## config.mk

```make
export PLATFORM = sky130hd
export DESIGN_NAME = a429_rx_channel
export DESIGN_NICKNAME = d
export VERILOG_FILES = /design/src/rtl/a429_rx_pkg.sv /design/src/rtl/a429_smp_tick.sv /design/src/rtl/a429_rx_framer.sv /design/src/rtl/a429_rx_hold.sv /design/src/rtl/a429_rx_channel.sv
export SDC_FILE = /design/constraint.sdc
export NUM_CORES = 1
export LEC_CHECK = 0
export ABC_AREA = 1
export BUFFER_PORTS_ARGS = -buffer_cell sky130_fd_sc_hd__buf_2
export CAP_MARGIN = 20
export CELL_PAD_IN_SITES_DETAIL_PLACEMENT = 1
export CELL_PAD_IN_SITES_GLOBAL_PLACEMENT = 1
export CORE_MARGIN = 8
export CORE_UTILIZATION = 41
export DETAILED_ROUTE_END_ITERATION = 8
export PLACE_DENSITY_LB_ADDON = 0.25
export SYNTH_ARGS = -nofsm -noshare
export SYNTH_HDL_FRONTEND = slang
export SYNTH_HIERARCHICAL = 1
export SYNTH_SLANG_ARGS = --single-unit
```

## constraint.sdc

```tcl
create_clock -name clk -period 2.3 [get_ports clk]
set_clock_uncertainty 0.1 [all_clocks]
set_input_delay 0.23 -clock clk [delete_from_list [all_inputs] [get_ports clk]]
set_output_delay 0.23 -clock clk [all_outputs]
set_load 0.005 [all_outputs]
```

## src/rtl/a429_rx_pkg.sv

```systemverilog
// Shared types and sizes for the serial word receiver.
package a429_rx_pkg;
    localparam int WORD_W = 32;
    localparam int HALF_W = 16;

    // Classified line sample.
    typedef enum logic [1:0] {SYM_NUL, SYM_ONE, SYM_ZER, SYM_BAD} sym_t;

    // Framer state: waiting for a gap, ready for a word, inside a word.
    typedef enum logic [1:0] {FR_WAIT, FR_IDLE, FR_WORD} fr_st_t;
endpackage

```

## src/rtl/a429_smp_tick.sv

```systemverilog
// Sample strobe generator. Emits a one-clock tick every FAST_DIV clocks
// (speed_lo=0) or every SLOW_DIV clocks (speed_lo=1).
// Assumes SLOW_DIV >= FAST_DIV >= 1.
module a429_smp_tick #(
    parameter int FAST_DIV = 1,
    parameter int SLOW_DIV = 8
) (
    input  logic clk,
    input  logic rst_n,
    input  logic speed_lo,
    output logic tick
);
    localparam int CW = $clog2(SLOW_DIV + 1);
    localparam logic [CW-1:0] F_M1 = CW'(FAST_DIV - 1);
    localparam logic [CW-1:0] S_M1 = CW'(SLOW_DIV - 1);

    logic [CW-1:0] cnt_q;
    logic [CW-1:0] lim;

    // Pick the terminal count for the selected rate.
    always_comb lim = speed_lo ? S_M1 : F_M1;

    assign tick = (cnt_q >= lim);

    // Free-running divider, restarting at every tick.
    always_ff @(posedge clk) begin
        if (!rst_n)    cnt_q <= '0;
        else if (tick) cnt_q <= '0;
        else           cnt_q <= cnt_q + 1'b1;
    end
endmodule

```

## src/rtl/a429_rx_framer.sv

```systemverilog
// Line framer. On each sample tick it classifies the line and measures phase
// and cell lengths in samples. It shifts data bits in, first bit at bit 0.
// It pulses word_vld with the parity-checked word when exactly 32 well-timed
// bits are followed by a null longer than NUL_MAX. A word may start only
// after GAP_MIN null samples. Assumes the inputs are synchronous to clk.
module a429_rx_framer
    import a429_rx_pkg::*;
#(
    parameter int LVL_MIN  = 3,
    parameter int LVL_MAX  = 7,
    parameter int NUL_MIN  = 3,
    parameter int NUL_MAX  = 7,
    parameter int CELL_MIN = 8,
    parameter int CELL_MAX = 12,
    parameter int GAP_MIN  = 20
) (
    input  logic              clk,
    input  logic              rst_n,
    input  logic              tick,
    input  logic              line_one,
    input  logic              line_zero,
    output logic              word_vld,
    output logic [WORD_W-1:0] word_out,
    output logic [5:0]        bits_seen
);
    localparam int RUN_W = $clog2(GAP_MIN + CELL_MAX + 1) + 1;
    localparam logic [RUN_W-1:0] L_MIN  = RUN_W'(LVL_MIN);
    localparam logic [RUN_W-1:0] L_MAX  = RUN_W'(LVL_MAX);
    localparam logic [RUN_W-1:0] N_MIN  = RUN_W'(NUL_MIN);
    localparam logic [RUN_W-1:0] N_END  = RUN_W'(NUL_MAX + 1);
    localparam logic [RUN_W-1:0] C_MIN  = RUN_W'(CELL_MIN);
    localparam logic [RUN_W-1:0] C_MAX  = RUN_W'(CELL_MAX);
    localparam logic [RUN_W-1:0] C_SAT  = RUN_W'(CELL_MAX + 1);
    localparam logic [RUN_W-1:0] G_MIN  = RUN_W'(GAP_MIN);
    localparam logic [RUN_W-1:0] R_SAT  = '1;
    localparam logic [5:0]       N_BITS = 6'(WORD_W);

    sym_t              cur_sym, prv_sym;
    fr_st_t            st_q;
    logic [RUN_W-1:0]  run_q, run_nx, cell_q;
    logic [5:0]        bit_q;
    logic              err_q;
    logic [WORD_W-1:0] shf_q;
    logic              cur_lvl, prv_lvl, lvl_start, lvl_end, lvl_swap;

    // Classify the current line sample.
    always_comb begin
        unique case ({line_one, line_zero})
            2'b00:   cur_sym = SYM_NUL;
            2'b10:   cur_sym = SYM_ONE;
            2'b01:   cur_sym = SYM_ZER;
            default: cur_sym = SYM_BAD;
        endcase
    end

    // Phase edge detection and next run length.
    always_comb begin
        cur_lvl   = (cur_sym == SYM_ONE) || (cur_sym == SYM_ZER);
        prv_lvl   = (prv_sym == SYM_ONE) || (prv_sym == SYM_ZER);
        lvl_start = (prv_sym == SYM_NUL) && cur_lvl;
        lvl_end   = prv_lvl && (cur_sym == SYM_NUL);
        lvl_swap  = prv_lvl && cur_lvl && (cur_sym != prv_sym);
        if (cur_sym != prv_sym)  run_nx = 1;
        else if (run_q == R_SAT) run_nx = run_q;
        else                     run_nx = run_q + 1'b1;
    end

    assign bits_seen = bit_q;

    // Framing state machine, advanced once per sample tick.
    always_ff @(posedge clk) begin
        if (!rst_n) begin
            st_q     <= FR_WAIT;
            prv_sym  <= SYM_NUL;
            run_q    <= '0;
            cell_q   <= '0;
            bit_q    <= '0;
            err_q    <= 1'b0;
            shf_q    <= '0;
            word_vld <= 1'b0;
            word_out <= '0;
        end else begin
            word_vld <= 1'b0;
            if (tick) begin
                prv_sym <= cur_sym;
                run_q   <= run_nx;
                if (cell_q != C_SAT) cell_q <= cell_q + 1'b1;
                case (st_q)
                    FR_WAIT: begin
                        if (cur_sym == SYM_NUL && run_nx >= G_MIN) st_q <= FR_IDLE;
                    end
                    FR_IDLE: begin
                        if (cur_sym == SYM_BAD) begin
                            st_q <= FR_WAIT;
                        end else if (cur_lvl) begin
                            st_q   <= FR_WORD;
                            bit_q  <= 6'd1;
                            err_q  <= 1'b0;
                            cell_q <= 1;
                            shf_q  <= {cur_sym == SYM_ONE, shf_q[WORD_W-1:1]};
                        end
                    end
                    FR_WORD: begin
                        if (cur_sym == SYM_BAD || lvl_swap) begin
                            st_q <= FR_WAIT;
                        end else if (lvl_start) begin
                            if (run_q < N_MIN || cell_q < C_MIN || cell_q > C_MAX ||
                                bit_q == N_BITS)
                                err_q <= 1'b1;
                            if (bit_q != N_BITS) bit_q <= bit_q + 1'b1;
                            cell_q <= 1;
                            shf_q  <= {cur_sym == SYM_ONE, shf_q[WORD_W-1:1]};
                        end else if (cur_lvl && run_nx > L_MAX) begin
                            st_q <= FR_WAIT;
                        end else if (lvl_end) begin
                            if (run_q < L_MIN) err_q <= 1'b1;
                        end else if (cur_sym == SYM_NUL && run_nx == N_END) begin
                            st_q <= FR_WAIT;
                            if (bit_q == N_BITS && !err_q) begin
                                word_vld <= 1'b1;
                                word_out <= {^shf_q, shf_q[WORD_W-2:0]};
                            end
                        end
                    end
                    default: st_q <= FR_WAIT;
                endcase
            end
        end
    end
endmodule

```

## src/rtl/a429_rx_hold.sv

```systemverilog
// Holding register and two-half readout. Loads the word on word_vld and
// drives ready_n low. Records a read of a half on each falling edge of
// rd_en_n, and releases ready_n once both halves are read. A new word
// always wins over a read in the same cycle.
module a429_rx_hold
    import a429_rx_pkg::*;
(
    input  logic              clk,
    input  logic              rst_n,
    input  logic              word_vld,
    input  logic [WORD_W-1:0] word_in,
    input  logic              rd_sel,
    input  logic              rd_en_n,
    output logic [HALF_W-1:0] rd_data,
    output logic              ready_n
);
    localparam int NHALF = WORD_W / HALF_W;

    logic [WORD_W-1:0] hold_q;
    logic [NHALF-1:0]  done_q, done_nx;
    logic              en_q, strobe;
    logic [HALF_W-1:0] halves [NHALF];

    // Split the held word into bus-wide halves.
    for (genvar g = 0; g < NHALF; g++) begin : g_half
        assign halves[g] = hold_q[g*HALF_W +: HALF_W];
    end

    // Drive the selected half only while the enable is low.
    always_comb rd_data = rd_en_n ? '0 : halves[rd_sel];

    // Read strobe edge and the read set that would follow it.
    always_comb begin
        strobe  = !rd_en_n && en_q;
        done_nx = done_q;
        done_nx[rd_sel] = 1'b1;
    end

    // Holding register, read tracking and ready flag.
    always_ff @(posedge clk) begin
        if (!rst_n) begin
            hold_q  <= '0;
            done_q  <= '0;
            en_q    <= 1'b1;
            ready_n <= 1'b1;
        end else begin
            en_q <= rd_en_n;
            if (word_vld) begin
                hold_q  <= word_in;
                done_q  <= '0;
                ready_n <= 1'b0;
            end else if (strobe && !ready_n) begin
                done_q <= done_nx;
                if (&done_nx) ready_n <= 1'b1;
            end
        end
    end
endmodule

```

## src/rtl/a429_rx_channel.sv

```systemverilog
// One receive channel: sample tick divider, line framer, and the
// holding/readout register. Inputs are assumed synchronous to clk.
module a429_rx_channel
    import a429_rx_pkg::*;
#(
    parameter int FAST_DIV = 1,
    parameter int SLOW_DIV = 8,
    parameter int LVL_MIN  = 3,
    parameter int LVL_MAX  = 7,
    parameter int NUL_MIN  = 3,
    parameter int NUL_MAX  = 7,
    parameter int CELL_MIN = 8,
    parameter int CELL_MAX = 12,
    parameter int GAP_MIN  = 20
) (
    input  logic        clk,
    input  logic        rst_n,
    input  logic        speed_lo,
    input  logic        line_one,
    input  logic        line_zero,
    input  logic        rd_sel,
    input  logic        rd_en_n,
    output logic [15:0] rd_data,
    output logic        ready_n
);
    logic              tick;
    logic              word_vld;
    logic [WORD_W-1:0] word_w;
    logic [5:0]        frm_bits;

    a429_smp_tick #(.FAST_DIV(FAST_DIV), .SLOW_DIV(SLOW_DIV)) u_tick (
        .clk(clk), .rst_n(rst_n), .speed_lo(speed_lo), .tick(tick)
    );

    a429_rx_framer #(
        .LVL_MIN(LVL_MIN), .LVL_MAX(LVL_MAX), .NUL_MIN(NUL_MIN), .NUL_MAX(NUL_MAX),
        .CELL_MIN(CELL_MIN), .CELL_MAX(CELL_MAX), .GAP_MIN(GAP_MIN)
    ) u_frm (
        .clk(clk), .rst_n(rst_n), .tick(tick),
        .line_one(line_one), .line_zero(line_zero),
        .word_vld(word_vld), .word_out(word_w), .bits_seen(frm_bits)
    );

    a429_rx_hold u_hold (
        .clk(clk), .rst_n(rst_n), .word_vld(word_vld), .word_in(word_w),
        .rd_sel(rd_sel), .rd_en_n(rd_en_n), .rd_data(rd_data), .ready_n(ready_n)
    );
endmodule

```

==> impl_summary.log <==
INFO  metric max-slew-margin-rel = 0.552
INFO  metric route.detailed.wl_per_inst = 14.0 um
INFO  metric unrepaired_setup_endpoints_after_global_routing = yes
INFO  metric yosys.cell_types.count = 39
INFO  metric net-switching-power = 1560 uW
INFO  metric overall_fraction_of_global_route_tracks_in_use = 0.168
INFO  metric floorplan.die.height = 140 um
INFO  metric cp-endpoint = u_frm/word_out[28]$_SDFFE_PN0P_
INFO  metric wirelength = 16.0 mm
INFO  metric detail_route.iter0.violations = 297
INFO  metric power_density = 808 mW/mm2
INFO  metric grt_pass1_wl = between 20 and 30 mm
INFO  metric cap_viol_max_count = 0
INFO  metric cp-start-kind = register
INFO  metric antenna_left = 0
INFO  metric fp.dieW = approximately 140 um
INFO  metric synth.largest_area_cell = sky130_fd_sc_hd__dfxtp_1
INFO  metric timing.final.setup_violations = 0
INFO  metric proportion_of_layout_cells_with_a_drive_suffix_above_1 = 0.130
INFO  metric number_of_global_route_vias_before_repair = 5579
INFO  metric pwr-share-comb = 0.138
INFO  metric ctsHtreeMaxLevel = 4
INFO  metric ys_top_cells_by_area = sky130_fd_sc_hd__dfxtp_1 41%, sky130_fd_sc_hd__nor2_1 15%, sky130_fd_sc_hd__nand2_1 9.0%, sky130_fd_sc_hd__o21ai_0 7.8%, sky130_fd_sc_hd__inv_1 5.0%
INFO  metric syn_area = around 0.0063 mm2
INFO  metric globalRouteOverflowTotal = 0
INFO  metric n_antenna_cell = 0
INFO  metric row_count = 45
INFO  metric sw_frac_of_total = 0.261
INFO  metric flow.area_growth_from_synthesis = 17.3%
INFO  metric synthesis.area_per_instance = just under 7 um2
INFO  metric core_area = 0.0151 mm2
INFO  metric grt.busiest_layer = met2
INFO  metric top_area_cell_type_share_of_the_netlist_area = 0.413
INFO  metric number_of_fill_cells = 1930
INFO  metric postSynthNetCount = 938
INFO  metric ctsLongestPathBuffers = 2
INFO  metric postCtsSetupBuffers = 0
INFO  metric layout.area.seq = 0.00261 mm2
INFO  metric p_int = 4420 uW
INFO  metric reg2reg_slack = between 100 and 150 ps
INFO  metric synth_seq_cells = 130
INFO  metric detail_route.drc_violations = 0
INFO  metric period_share = 0.945
INFO  metric cp-startpoint = u_tick/cnt_q[2]$_SDFF_PP0_
INFO  metric vdd_ir_drop_max = 0.541 mV
INFO  metric leakagePower = 0.00369 uW
INFO  metric multi_input_comb_area = approximately 0.0032 mm2
INFO  metric grtUsageMet2 = 0.268
INFO  metric design.die.area = 0.0196 mm2
INFO  metric drt-vias-per-instance = 4.95
INFO  metric hp-class = in -> reg
INFO  metric timing.fmax = 460 MHz
INFO  metric io_buffer_count = 23
INFO  metric maximum_number_of_pins_on_one_net_before_global_route_repair = 57
INFO  metric layout_common_cells = 242 x sky130_fd_sc_hd__nor2_1, 148 x sky130_fd_sc_hd__nand2_1, 127 x sky130_fd_sc_hd__dfxtp_1
INFO  metric global_route.usage.met3 = 0.0421
INFO  metric worstSetupEndpointType = register
INFO  metric timing_hold_violations_final = 0
INFO  metric critical_path_required = 2500 ps
INFO  metric power.sequential.fraction = 0.404
INFO  metric power_frac_clock = 0.458
INFO  metric initial_antenna_violation_count = 0
INFO  metric regToRegEndpoint = u_frm/word_out[28]$_SDFFE_PN0P_
INFO  metric worstSkewPairLatency = 420 ps
INFO  metric critPathArrivalTime = about 2400 ps
INFO  metric synth-warning-count = 6
INFO  metric starting_density = 0.416
INFO  metric timing_worst_setup_path_type = reg -> reg
INFO  metric design.portCount = 24
INFO  metric first_pass_iters = 4
INFO  metric clk_pin_slew_worst_paths = about 60 ps
INFO  metric grt_use_met1 = 0.215
INFO  metric post-dp-hpwl = 10.7 mm
INFO  metric final_cells = 1144
INFO  metric final_nets = 969
INFO  metric worstReg2RegStart = u_tick/cnt_q[2]$_SDFF_PP0_
INFO  metric worst_r2r_path_depth = 12
INFO  metric timing_worst_slew_pin_value = 670 ps
INFO  metric cts_tree = yes
INFO  metric gp_congestion = 0.810
INFO  metric num_vias = ~5700
INFO  metric cts_root_buf = sky130_fd_sc_hd__clkbuf_16
INFO  metric cts.sinks = 130
INFO  metric cells_after_dpl = approximately 1100
INFO  metric synthCells = 912
INFO  metric numCtsBuffers = 17
INFO  metric post-route-min-period = 2170 ps
INFO  metric slew_violations = 0
INFO  metric commonest_non_fill_non_tap_cell_in_the_layout = sky130_fd_sc_hd__nor2_1
INFO  metric layout.core_utilization = 0.488
INFO  metric synth_sequential_area_ratio = 0.413
INFO  metric crit_fanout = 23
INFO  metric run_status = completed
[critical path, cell delays in order (launching register included)]
cell                      delay [ps]
sky130_fd_sc_hd__dfxtp_2         330
sky130_fd_sc_hd__ha_1            260
sky130_fd_sc_hd__inv_1            60
sky130_fd_sc_hd__nor2_4          110
sky130_fd_sc_hd__nand2_2          90
sky130_fd_sc_hd__nand3_4         110
sky130_fd_sc_hd__buf_4           140
sky130_fd_sc_hd__nand4_1         150
sky130_fd_sc_hd__nor3_2          210
sky130_fd_sc_hd__nand2_2         110
sky130_fd_sc_hd__buf_6           180
sky130_fd_sc_hd__nor2_1          130
sky130_fd_sc_hd__nor2_1           70
[synth_stat cells]
master and instances:
sky130_fd_sc_hd__o31ai_1 1, sky130_fd_sc_hd__a211oi_1 2, sky130_fd_sc_hd__inv_4 1, sky130_fd_sc_hd__xnor2_1 26, sky130_fd_sc_hd__nand4_2 1, sky130_fd_sc_hd__nand3_1 28, sky130_fd_sc_hd__clkbuf_8 1, sky130_fd_sc_hd__o21ai_0 98
sky130_fd_sc_hd__nand2_2 4, sky130_fd_sc_hd__nor2_1 247, sky130_fd_sc_hd__nor4_1 1, sky130_fd_sc_hd__nor3b_1 1, sky130_fd_sc_hd__nand3b_1 2, sky130_fd_sc_hd__nand2b_1 2, sky130_fd_sc_hd__nand4_1 6, sky130_fd_sc_hd__ha_1 19
sky130_fd_sc_hd__buf_4 4, sky130_fd_sc_hd__clkbuf_4 1, sky130_fd_sc_hd__inv_2 3, sky130_fd_sc_hd__and3_1 1, sky130_fd_sc_hd__inv_1 84, sky130_fd_sc_hd__nand2_1 152, sky130_fd_sc_hd__clkbuf_1 18, sky130_fd_sc_hd__o21bai_1 2
sky130_fd_sc_hd__clkbuf_2 4, sky130_fd_sc_hd__buf_6 4, sky130_fd_sc_hd__a21oi_1 25, sky130_fd_sc_hd__xor2_1 11, sky130_fd_sc_hd__o21ai_1 4, sky130_fd_sc_hd__o211ai_1 2, sky130_fd_sc_hd__nor3_1 5, sky130_fd_sc_hd__nor3_2 1
sky130_fd_sc_hd__o2bb2ai_1 1, sky130_fd_sc_hd__nor2_2 6, sky130_fd_sc_hd__nand3_2 2, sky130_fd_sc_hd__a31oi_1 3, sky130_fd_sc_hd__dfxtp_1 130, sky130_fd_sc_hd__buf_2 7, sky130_fd_sc_hd__nor2_4 2
[per-layer routing]
metal	share of wire	vias up
met5	0	-
met4	0.013	0
met3	0.026	18
met2	0.47	50
met1	0.49	2675
li1	-	2924
[cell type report]
class	instances	area share
Timing Repair Buffer	51	0.0516
Clock inverter	9	0.0137
Sequential cell	130	0.352
Multi-Input combinational cell	655	0.437
Tap cell	188	0.0318
Inverter	88	0.0450
Clock buffer	23	0.0687
[sequential cells by signal, indices dropped and copies added, names as in the netlist, 4 cells and up]
name             flops
u_frm/bits_seen      6
u_frm/cell_q         7
u_frm/run_q          7
u_tick/cnt_q         4
u_hold/hold_q       32
u_frm/word_out      32
u_frm/shf_q         32
[through the flow]
stage | total power, uW | setup TNS, ps | cell area (um2) | hold WS, ps | setup slack, ps
finish | 5980 | 0 | 7400 | 112 | 127
global route | 6270 | -65.0 | 7400 | 109 | -37.1
CTS | 6020 | 0 | 7320 | 97.0 | 13.5
detailed placement | 3250 | -606 | 6710 | 367 | -156
global placement | 3240 | -171 | 6710 | 355 | -95.2
floorplan | 2960 | 0 | 6310 | 266 | 52.4
[power by group through the flow]
stage,sequential (uW),clock (uW),combinational [uW]
floorplan,2440,0,523
global placement,2450,0,783
detailed placement,2460,0,794
CTS,2410,2810,807
global route,2420,2910,936
finish,2410,2740,828
[how the worst min path moves through the flow]
stage	slack, ps	depth (start not counted)	start	endpoint
2_1_floorplan	270	2	rst_n	u_hold/hold_q[10]$_SDFFE_PN0P_
3_3_place_gp	360	2	u_hold/done_q[1]$_SDFFE_PP0P_	u_hold/done_q[1]$_SDFFE_PP0P_
3_5_place_dp	370	2	u_hold/done_q[0]$_SDFFE_PP0P_	u_hold/done_q[0]$_SDFFE_PP0P_
4_1_cts	100	2	rst_n	u_hold/ready_n$_SDFFE_PN1P_
5_1_grt	110	2	rst_n	u_hold/ready_n$_SDFFE_PN1P_
6_report	110	2	rst_n	u_hold/ready_n$_SDFFE_PN1P_
[cells by family after synthesis]
family          synth area share
compound gates             0.113
xor+xnor                  0.0514
fa+ha+maj                 0.0377
buf+inv                   0.0875
flops                      0.413
simple gates               0.297
[timing repair]
action	4_1_cts	5_1_grt
resized for setup	2	23
endpoints found under the setup margin	8	59
hold endpoints to repair	0	0
pin swaps	0	2
hold buffers	0	0
(Power assumes the default switching activity.)
